**src/rtl/nic_pkg.sv**
```systemverilog
package nic_pkg;
  localparam int NIC_LINES     = 34;
  localparam int NIC_PRIO_BITS = 3;
  localparam int NIC_DATA_W    = 32;
  localparam int NIC_ADDR_W    = 6;

  localparam int A_EN_SET   = 0;
  localparam int A_EN_CLR   = 2;
  localparam int A_PEND_SET = 4;
  localparam int A_PEND_CLR = 6;
  localparam int A_GROUP    = 8;
  localparam int A_MASK     = 9;
  localparam int A_GATE     = 10;
  localparam int A_PRIO     = 16;
endpackage

```
**src/rtl/nic_regs.sv**
```systemverilog
module nic_regs
  import nic_pkg::*;
#(
  parameter int NUM_LINES = NIC_LINES,
  parameter int PRIO_BITS = NIC_PRIO_BITS,
  parameter int ADDR_W    = NIC_ADDR_W,
  parameter int DATA_W    = NIC_DATA_W,
  localparam int VEC_W    = $clog2(NUM_LINES),
  localparam int GRP_W    = $clog2(PRIO_BITS + 1)
) (
  input  logic                 clk,
  input  logic                 rst_n,
  input  logic [NUM_LINES-1:0] irq_in,
  input  logic                 wr_en,
  input  logic [ADDR_W-1:0]    wr_addr,
  input  logic [DATA_W-1:0]    wr_data,
  input  logic [ADDR_W-1:0]    rd_addr,
  output logic [DATA_W-1:0]    rd_data,
  input  logic                 ack_ok,
  input  logic [VEC_W-1:0]     ack_vector,
  output logic [NUM_LINES-1:0] en_q,
  output logic [NUM_LINES-1:0] pend_q,
  output logic [PRIO_BITS-1:0] prio_q [NUM_LINES],
  output logic [GRP_W-1:0]     grp_q,
  output logic [PRIO_BITS-1:0] mask_q,
  output logic                 gate_q
);
  localparam int FIELD_LO = 8 - PRIO_BITS;

  logic [NUM_LINES-1:0] en_set, en_clr, pd_set, pd_clr, ack_hit;
  logic [GRP_W-1:0]     grp_in;

  function automatic logic hit(input logic [ADDR_W-1:0] a, input int base, input int line);
    return a == ADDR_W'(base + line / 32);
  endfunction

  // per-line decode of the set/clear bitmap words
  generate
    for (genvar i = 0; i < NUM_LINES; i++) begin : g_dec
      assign en_set[i]  = wr_en && hit(wr_addr, A_EN_SET, i)   && wr_data[i % 32];
      assign en_clr[i]  = wr_en && hit(wr_addr, A_EN_CLR, i)   && wr_data[i % 32];
      assign pd_set[i]  = wr_en && hit(wr_addr, A_PEND_SET, i) && wr_data[i % 32];
      assign pd_clr[i]  = wr_en && hit(wr_addr, A_PEND_CLR, i) && wr_data[i % 32];
      assign ack_hit[i] = ack_ok && (ack_vector == VEC_W'(i));
    end
  endgenerate

  always_ff @(posedge clk) begin
    if (!rst_n) begin
      en_q   <= '0;
      pend_q <= '0;
    end else begin
      en_q   <= (en_q | en_set) & ~en_clr;
      pend_q <= (pend_q | irq_in | pd_set) & ~pd_clr & ~ack_hit;
    end
  end

  always_ff @(posedge clk) begin
    if (!rst_n) begin
      for (int i = 0; i < NUM_LINES; i++) prio_q[i] <= '0;
    end else if (wr_en) begin
      for (int i = 0; i < NUM_LINES; i++)
        if (wr_addr == ADDR_W'(A_PRIO + i / 4))
          prio_q[i] <= wr_data[(i % 4) * 8 + FIELD_LO +: PRIO_BITS];
    end
  end

  assign grp_in = wr_data[GRP_W-1:0];

  always_ff @(posedge clk) begin
    if (!rst_n) begin
      grp_q  <= '0;
      mask_q <= '0;
      gate_q <= 1'b1;
    end else if (wr_en) begin
      if (wr_addr == ADDR_W'(A_GROUP))
        grp_q <= (int'(grp_in) > PRIO_BITS) ? GRP_W'(PRIO_BITS) : grp_in;
      if (wr_addr == ADDR_W'(A_MASK))
        mask_q <= wr_data[FIELD_LO +: PRIO_BITS];
      if (wr_addr == ADDR_W'(A_GATE))
        gate_q <= wr_data[0];
    end
  end

  always_comb begin
    rd_data = '0;
    for (int i = 0; i < NUM_LINES; i++) begin
      if (hit(rd_addr, A_EN_SET, i) || hit(rd_addr, A_EN_CLR, i))
        rd_data[i % 32] = en_q[i];
      if (hit(rd_addr, A_PEND_SET, i) || hit(rd_addr, A_PEND_CLR, i))
        rd_data[i % 32] = pend_q[i];
      if (rd_addr == ADDR_W'(A_PRIO + i / 4))
        rd_data[(i % 4) * 8 + FIELD_LO +: PRIO_BITS] = prio_q[i];
    end
    if (rd_addr == ADDR_W'(A_GROUP)) rd_data[GRP_W-1:0] = grp_q;
    if (rd_addr == ADDR_W'(A_MASK))  rd_data[FIELD_LO +: PRIO_BITS] = mask_q;
    if (rd_addr == ADDR_W'(A_GATE))  rd_data[0] = gate_q;
  end
endmodule

```
**src/rtl/nic_arbiter.sv**
```systemverilog
module nic_arbiter
  import nic_pkg::*;
#(
  parameter int NUM_LINES = NIC_LINES,
  parameter int PRIO_BITS = NIC_PRIO_BITS,
  localparam int VEC_W    = $clog2(NUM_LINES)
) (
  input  logic [NUM_LINES-1:0] cand,
  input  logic [PRIO_BITS-1:0] prio [NUM_LINES],
  output logic                 any,
  output logic [VEC_W-1:0]     win_idx,
  output logic [PRIO_BITS-1:0] win_prio
);
  // scan upward; a strict compare keeps the lower index on a tie
  always_comb begin
    any      = 1'b0;
    win_idx  = '0;
    win_prio = '1;
    for (int i = 0; i < NUM_LINES; i++) begin
      if (cand[i] && (!any || prio[i] < win_prio)) begin
        any      = 1'b1;
        win_idx  = VEC_W'(i);
        win_prio = prio[i];
      end
    end
  end
endmodule

```
**src/rtl/nic_level_stack.sv**
```systemverilog
module nic_level_stack
  import nic_pkg::*;
#(
  parameter int PRIO_BITS = NIC_PRIO_BITS,
  localparam int DEPTH    = 1 << PRIO_BITS,
  localparam int IDX_W    = $clog2(DEPTH),
  localparam int CNT_W    = $clog2(DEPTH + 1)
) (
  input  logic                 clk,
  input  logic                 rst_n,
  input  logic                 push,
  input  logic [PRIO_BITS-1:0] push_lvl,
  input  logic                 pop,
  output logic [PRIO_BITS:0]   top_lvl,
  output logic [CNT_W-1:0]     depth
);
  logic [PRIO_BITS-1:0] stk [DEPTH];
  logic [IDX_W-1:0]     top_idx;

  assign top_idx = IDX_W'(depth - CNT_W'(1));
  assign top_lvl = (depth == '0) ? (PRIO_BITS + 1)'(DEPTH) : {1'b0, stk[top_idx]};

  always_ff @(posedge clk) begin
    if (!rst_n) begin
      depth <= '0;
      for (int i = 0; i < DEPTH; i++) stk[i] <= '0;
    end else if (push && depth != CNT_W'(DEPTH)) begin
      stk[IDX_W'(depth)] <= push_lvl;
      depth <= depth + CNT_W'(1);
    end else if (pop && depth != '0) begin
      depth <= depth - CNT_W'(1);
    end
  end
endmodule

```
**src/rtl/nest_irq_ctrl.sv**
```systemverilog
module nest_irq_ctrl
  import nic_pkg::*;
#(
  parameter int NUM_LINES = NIC_LINES,
  parameter int PRIO_BITS = NIC_PRIO_BITS,
  parameter int ADDR_W    = NIC_ADDR_W,
  parameter int DATA_W    = NIC_DATA_W,
  localparam int VEC_W    = $clog2(NUM_LINES),
  localparam int GRP_W    = $clog2(PRIO_BITS + 1),
  localparam int STK_DEPTH = 1 << PRIO_BITS,
  localparam int CNT_W    = $clog2(STK_DEPTH + 1)
) (
  input  logic                 clk,
  input  logic                 rst_n,
  input  logic [NUM_LINES-1:0] irq_in,
  input  logic                 wr_en,
  input  logic [ADDR_W-1:0]    wr_addr,
  input  logic [DATA_W-1:0]    wr_data,
  input  logic [ADDR_W-1:0]    rd_addr,
  output logic [DATA_W-1:0]    rd_data,
  output logic                 irq_valid,
  output logic [VEC_W-1:0]     irq_vector,
  input  logic                 irq_ack,
  input  logic [VEC_W-1:0]     ack_vector,
  input  logic                 irq_exit
);
  logic [NUM_LINES-1:0] en_q, pend_q;
  logic [PRIO_BITS-1:0] prio_q [NUM_LINES];
  logic [GRP_W-1:0]     grp_q;
  logic [PRIO_BITS-1:0] mask_q;
  logic                 gate_q;
  logic                 ack_ok;
  logic                 any;
  logic [VEC_W-1:0]     win_idx;
  logic [PRIO_BITS-1:0] win_prio, ack_prio;
  logic [PRIO_BITS:0]   top_lvl;
  logic [CNT_W-1:0]     stk_depth;
  logic                 mask_ok, preempt_ok, fire;

  // preemption group: priority with the low M subpriority bits cleared
  function automatic logic [PRIO_BITS-1:0] grp_lvl(input logic [PRIO_BITS-1:0] p,
                                                   input logic [GRP_W-1:0] m);
    logic [PRIO_BITS-1:0] keep;
    keep = '1;
    for (int b = 0; b < PRIO_BITS; b++)
      if (b < int'(m)) keep[b] = 1'b0;
    return p & keep;
  endfunction

  assign ack_ok = irq_ack && (int'(ack_vector) < NUM_LINES);

  nic_regs #(
    .NUM_LINES(NUM_LINES), .PRIO_BITS(PRIO_BITS), .ADDR_W(ADDR_W), .DATA_W(DATA_W)
  ) u_regs (
    .clk(clk), .rst_n(rst_n), .irq_in(irq_in),
    .wr_en(wr_en), .wr_addr(wr_addr), .wr_data(wr_data),
    .rd_addr(rd_addr), .rd_data(rd_data),
    .ack_ok(ack_ok), .ack_vector(ack_vector),
    .en_q(en_q), .pend_q(pend_q), .prio_q(prio_q),
    .grp_q(grp_q), .mask_q(mask_q), .gate_q(gate_q)
  );

  nic_arbiter #(.NUM_LINES(NUM_LINES), .PRIO_BITS(PRIO_BITS)) u_arb (
    .cand(en_q & pend_q), .prio(prio_q),
    .any(any), .win_idx(win_idx), .win_prio(win_prio)
  );

  assign ack_prio = prio_q[ack_vector];

  nic_level_stack #(.PRIO_BITS(PRIO_BITS)) u_stack (
    .clk(clk), .rst_n(rst_n),
    .push(ack_ok), .push_lvl(grp_lvl(ack_prio, grp_q)),
    .pop(irq_exit && !ack_ok),
    .top_lvl(top_lvl), .depth(stk_depth)
  );

  assign mask_ok    = (mask_q == '0) || (win_prio < mask_q);
  assign preempt_ok = top_lvl[PRIO_BITS] ||
                      (grp_lvl(win_prio, grp_q) < grp_lvl(top_lvl[PRIO_BITS-1:0], grp_q));
  assign fire       = any && gate_q && mask_ok && preempt_ok && !irq_ack;

  always_ff @(posedge clk) begin
    if (!rst_n) begin
      irq_valid  <= 1'b0;
      irq_vector <= '0;
    end else begin
      irq_valid  <= fire;
      irq_vector <= fire ? win_idx : '0;
    end
  end
endmodule

```
**config.mk**
```make
export PLATFORM = sky130hd
export DESIGN_NAME = nest_irq_ctrl
export DESIGN_NICKNAME = d
export VERILOG_FILES = /design/src/rtl/nic_pkg.sv /design/src/rtl/nic_regs.sv /design/src/rtl/nic_arbiter.sv /design/src/rtl/nic_level_stack.sv /design/src/rtl/nest_irq_ctrl.sv
export SDC_FILE = /design/constraint.sdc
export NUM_CORES = 1
export LEC_CHECK = 0
export CORE_ASPECT_RATIO = 0.6
export CORE_MARGIN = 5
export CORE_UTILIZATION = 50
export CTS_CLUSTER_DIAMETER = 80
export CTS_CLUSTER_SIZE = 14
export DETAILED_ROUTE_END_ITERATION = 8
export DONT_BUFFER_PORTS = 1
export PLACE_DENSITY = 0.72
export SLEW_MARGIN = 30
export SYNTH_ARGS = -nofsm -noshare
export SYNTH_HDL_FRONTEND = slang
export SYNTH_HIERARCHICAL = 1
export SYNTH_SLANG_ARGS = --single-unit
export TNS_END_PERCENT = 20
```
**constraint.sdc**
```tcl
create_clock -name clk -period 64 [get_ports clk]
set_input_delay 12.8 -clock clk [delete_from_list [all_inputs] [get_ports clk]]
set_output_delay 12.8 -clock clk [all_outputs]
set_load 0.005 [all_outputs]
```
==> results of run 1 <==
[placed cells by master (no fill, tap or decap), types with 9 or more instances in the layout]
cell type / synthesis / routed
a211o_1: 9 / 9
a211oi_1: 113 / 113
a21o_1: 11 / 11
a21oi_1: 122 / 122
a221oi_1: 11 / 11
a22o_1: 19 / 19
a31oi_1: 20 / 20
and2_1: 61 / 61
and3_1: 11 / 11
buf_4: 3 / 10
clkbuf_16: 0 / 19
dfxtp_1: 187 / 187
edfxtp_1: 24 / 24
ha_1: 41 / 41
inv_1: 88 / 88
mux2_2: 32 / 32
mux2i_1: 141 / 141
mux4_1: 11 / 11
mux4_2: 21 / 21
nand2_1: 162 / 162
nand2b_1: 44 / 44
nand3_1: 35 / 35
nor2_1: 253 / 251
nor2b_1: 18 / 18
nor3_1: 35 / 35
o211ai_1: 24 / 24
o21a_1: 20 / 20
o21ai_0: 142 / 142
o21ai_1: 12 / 12
o22ai_1: 25 / 25
o31ai_1: 12 / 12
o32a_1: 9 / 9
or2_2: 18 / 18
or3_1: 23 / 23
[per-stage QoR]
step | util [%] | hold WS [ns] | instance area (um^2)
2_1_floorplan | - | 0.461 | 17100
3_3_place_gp | 50.9 | 0.472 | 17200
3_5_place_dp | 50.9 | 0.485 | 17200
4_1_cts | 52.4 | 0.499 | 17700
5_1_grt | 52.5 | 0.533 | 17700
6_report | 52.5 | 0.502 | 17700
[area by class of cell]
type | count | area share (%)
diodes | 2 | 0.0283
clock buffers | 23 | 2.77
clock inverters | 2 | 0.141
inverters | 89 | 1.90
multi-input cells | 1676 | 66.2
flip-flops and latches | 211 | 25.2
well taps | 459 | 3.24
repair buffers | 11 | 0.488
[worst max path at each step]
stage,startpoint,end,slack (ns),depth (start not counted)
floorplan,u_regs/en_q[1]$_SDFF_PN0_,irq_vector[5]$_SDFF_PN0_,26.13,228
global placement,u_regs/en_q[1]$_SDFF_PN0_,irq_vector[3]$_SDFF_PN0_,21.36,224
detailed placement,u_regs/en_q[1]$_SDFF_PN0_,irq_vector[3]$_SDFF_PN0_,20.04,225
CTS,u_regs/en_q[1]$_SDFF_PN0_,irq_vector[1]$_SDFF_PN0_,19.79,225
global route,u_regs/en_q[1]$_SDFF_PN0_,irq_vector[1]$_SDFF_PN0_,15.28,226
finish,u_regs/en_q[1]$_SDFF_PN0_,irq_vector[1]$_SDFF_PN0_,18.64,225
[report_power, final]
part,internal (mW),switching [mW],leakage (nW)
clock,0.0543,0.0523,0.250
combinational,0.0140,0.0212,4.63
sequential,0.137,0.00426,1.77
total,0.205,0.0777,6.65
[per-layer routing]
layer	global-route usage, %	wire length, um	part of all wire (%)
met4	7.27	1590	2.5
met5	2.98	164	0.26
met1	45.2	26900	42
met3	14.9	10600	17
met2	40.7	24000	38
[flip-flops by register name (all words and copies together) (netlist names)]
name,flops
irq_vector,6
u_regs/pend_q,34
u_regs/mask_q,3
u_regs/grp_q,2
u_stack/stk,24
u_stack/depth,4
u_regs/en_q,34
u_regs/prio_q,102
u_regs/gate_q,1
irq_valid,1
[worst max-delay path, delay by kind of cell, from the launching register on]
kind | cells | cell delay [ns]
adders and majority gates | 30 | 7.46
muxes | 16 | 5.15
AOI/OAI and AO/OA | 90 | 19.63
and+or+nand+nor | 63 | 10.85
buffers and inverters | 26 | 1.82
DFF | 1 | 0.33
[kinds of logic after synthesis]
logic type,count (synthesis),share of synthesized area [%]
buf+inv,204,5.33
simple gates,732,21.3
compound gates,691,28.9
mux,208,15.1
fa+ha+maj,45,3.25
flops,211,26.2
==> impl_metrics.ini, run 1 <==
[synthesis]
synthDistinctLibCells = 122
yosys-top-cells-area = dfxtp_1, mux2i_1, nor2_1
synth_nets = 2221
ys_seq_area_share_pct = 26.2
synth-seq-cells = 211
syn_avg_cell_area_um2 = 8.16
synth_edf_count = 24
async_flop_share_pct = 0
synthFlopType = dfxtp_1
synth_cells = 2091
yosys.area.top_type = dfxtp_1
netlist_area_um2 = 17100
yosysWarnings = 6
yosys-top-cells-count = nor2_1, dfxtp_1, nand2_1
synth_top_area_share_pct = 22.0
synth.most_common_cell = nor2_1

[finish]
synthToLayoutAreaGrowth_pct = 3.79
multi_input_area_um2 = 11700
register_area_um2 = 4460
final_nets = 2138
instances_no_fill = 2473
final.fill_count = 3248
layout-drive-gt1-share_pct = 8.35

[timing]
worstMarginPinSlew_ns = 0.891
setup_viol = 0
fin_crit_ns = 45.36
fmax_ghz = 0.0220
finalCritPeriodShare_pct = 70.9
rsz0062_at_grt = false
finalHoldViolCount = 0
final_max_slew_viol_count = 0
finClkSkew_ns = 0.0188
layout_setup_ws_ns = 18.64
fin_setup_tns_ns = 0
max_slew_margin_pct = 40.6

[min_path]
whs_endpoint = u_regs/en_q[33]$_SDFF_PN0_
hold_start = u_regs/en_q[33]$_SDFF_PN0_
hp-class = flop to flop
min_path_cells = 2

[worst_setup_path]
slowest_stage = o311ai_1
cp_common_cell = ha_1
critPathArrivalTime_ns = 45.80
reg2regPathDepth = 225
crit_fanout = 9
path_class = flop to flop
timing.rr.start = u_regs/en_q[1]$_SDFF_PN0_
regToRegEndpoint = irq_vector[1]$_SDFF_PN0_
reg2reg_slack_ns = 18.64
cp-start-kind = flop
end_kind = flop
cpPeakStageDelay_ns = 0.59
cp.required_ns = 64.44

[floorplanning]
start_util_pct = 50.6
dieHeight_um = 153
row_count = 52
core_area_um2 = 33700
fp.dieW_um = 248
design.die.area_um2 = 38000
num_io_pins = 128

[clocking]
ctsHoldBuffers = 0
cts_tree = built
post_cts_buffers = 0
cts_resized = 0
root_buffer = clkbuf_16
cts_made_buffers = 19
clk_pin_slew_worst_paths_ns = 0.07
cts.sinks = 211
h-tree-depth = 1
cts_buffer_depth = 3
clock_latency_ns = 0.52

[route]
remaining_drc_errors = 0
drt-initial-drc-count = 2702
totalWireLength_mm = 63.2
postRouteAntennaNets = 0
post_drt_via_cell_ratio = 6.95
wl_per_cell_um = 25.6
dr_total_vias = 17200
dr.pass1.iters = 6

[pwr]
power.density_nw_per_um2 = 16.0
power_uw = 283
ir_worst_vdd_mv = 0.0174
p_leak_nw = 6.65

[place]
preCtsSetupSlack_ns = 20.04
dp_hpwl_mm = 47.7
post-place-cells = 2446
io_buffers = 0
place.gp.congestion = 0.999

[outcome]
status = finished clean

[global_routing]
grt_pass1_wl_mm = 94.0
grt_max_degree = 105
grt.overflow.total = 0
grt_use_total_pct = 31.1
grt_pass1_vias = 15300
grt_antenna_before_repair = 3

[job]
cap_violations = 0
Note: power is estimated with default switching activity, not from simulation.
==> run 2: changes to the inputs <==
PLACE_DENSITY = 0.75   (was 0.72)
clock period = 40.2 ns   (was 64 ns; I/O delays follow)
==> run 2 against run 1 <==
Highest routed layer is now met4; critical endpoint is now irq_vector[4]$_SDFF_PN0_; hold slack worse by 0.0013 ns; critical path depth up 3; final cell count up 3.8%; non-clock buffer count rose by 93; sequential cell count stayed put; design area increased by 6.9%; critical path type unchanged.
==> impl_metrics.ini, run 2 (synthesis gave the netlist of run 1 again) <==
[worst_setup_path]
cp_common_cell = inv_1
crit_family = compound AO/OA/AOI/OAI gates
timing.rr.start = u_regs/pend_q[1]$_SDFF_PN0_
critPathArrivalTime_ns = 39.35
startpoint = u_regs/pend_q[1]$_SDFF_PN0_
cp-start-kind = flop
cp.required_ns = 40.65
end_kind = flop
crit_fanout = 7
slowest_stage = or4b_1
worst-path-buf-inv = 34
cpPeakStageDelay_ns = 0.47
path_class = flop to flop

[finish]
final_nets = 2231
instances_no_fill = 2567
fin_util_pct = 56.2
largest_register_ffs = 102
layout_commonest_cell = nor2_1
regMostFlops = u_regs/prio_q
top_regs = u_regs/prio_q: 102 flops, u_regs/en_q: 34 flops, u_regs/pend_q: 34 flops
final_cell_mix = nor2_1, dfxtp_1, nand2_1
layout-drive-gt1-share_pct = 16.6
synthToLayoutAreaGrowth_pct = 11.0
fin_area_um2 = 18900

[place]
post-place-cells = 2481
dp_hpwl_mm = 46.6
placed_area_um2 = 17400
place.gp.congestion = 0.998
preCtsSetupSlack_ns = -0.731
io_buffers = 0

[global_routing]
grt_pass1_wl_mm = 94.3
grt_use_total_pct = 30.6
grt_antenna_before_repair = 2
grt_pass1_vias = 16000
grt_max_degree = 74
grt.overflow.total = 0

[timing]
finClkSkew_ns = 0.0138
fmax_ghz = 0.0257
final_max_slew_viol_count = 0
fin_setup_tns_ns = 0
fin_crit_ns = 38.90
worstMarginPinSlew_ns = 0.983
layout_setup_ws_ns = 1.30
setup_viol = 0
finalHoldViolCount = 0
hold_slack_ns = 0.501
max_slew_margin_pct = 32.8
finalCritPeriodShare_pct = 96.8

[clocking]
clock_latency_ns = 0.52
cts_made_buffers = 19
cts.sinks = 211
root_buffer = clkbuf_16
h-tree-depth = 1
clk_pin_slew_worst_paths_ns = 0.08
cts_buffer_depth = 3
cts_tree = built
ctsHoldBuffers = 0

[floorplanning]
start_util_pct = 50.6
fp.dieW_um = 248
core_area_um2 = 33700
dieHeight_um = 153
num_io_pins = 128
design.die.area_um2 = 38000
row_count = 52

[route]
drt-initial-drc-count = 2799
wl_per_cell_um = 25.1
totalWireLength_mm = 64.4
remaining_drc_errors = 0
dr_total_vias = 17800
postRouteAntennaNets = 0
post_drt_via_cell_ratio = 6.94
dr.pass1.iters = 8

[outcome]
status = finished clean

[min_path]
hold_start = u_regs/en_q[32]$_SDFF_PN0_
hp-class = flop to flop

[pwr]
power_uw = 451
power.density_nw_per_um2 = 23.8
p_leak_nw = 7.17
ir_worst_vdd_mv = 0.0283

[job]
cap_violations = 0
-- run 2: cell types whose count changed in the layout (fill, tap and decap cells not counted), moves of 7 or more --
cell	previous run	this run
o21ai_0	142	122
o21ai_2	2	19
buf_4	10	102
nand2_1	162	154
a21oi_2	2	15
nand2_2	1	8
a21oi_1	122	107
-- run 2: timing repair --
item	in CTS	in global routing
endpoints found under the setup margin	7	7
buffers inserted	5	53
pin swaps	4	56
gates resized for setup	12	130
cloned	0	0
-- run 2: routing by layer --
metal,vias up,part of all wire [%],track usage [%]
met5,-,0,0
met4,0,3.4,9.19
met3,174,16,13.0
met2,1215,40,42.1
met1,8529,41,43.5
li1,7900,-,-
-- run 2: area by class of cell --
cell class                      instances  area (um^2)
Timing Repair Buffer                  104          792
Clock inverter                          2         25.0
Clock buffer                           24          494
Fill cell                            3065        14800
Antenna cell                            2         5.00
Sequential cell                       211         4460
Inverter                               89          337
Multi-Input combinational cell       1676        12200
Tap cell                              459          574
-- run 2: worst paths after layout --
kind                                                   end  slack, ns  cells past startpoint
worst min-delay path            u_regs/en_q[32]$_SDFF_PN0_       0.50                      2
worst min register to register  u_regs/en_q[32]$_SDFF_PN0_       0.50                      2
worst max register to register    irq_vector[4]$_SDFF_PN0_       1.30                    228
worst max-delay path              irq_vector[4]$_SDFF_PN0_       1.30                    228
-- run 2: power by group --
group | leakage [nW] | internal [mW] | switching (mW)
logic | 5.15 | 0.0237 | 0.0323
registers | 1.77 | 0.218 | 0.00674
clock network | 0.251 | 0.0868 | 0.0834
-- run 2: tightest hold or removal path, cell delays in order, from the launching register on --
cell and delay [ns]:
dfxtp_1 0.32, o21ai_0 0.07, a21oi_1 0.06
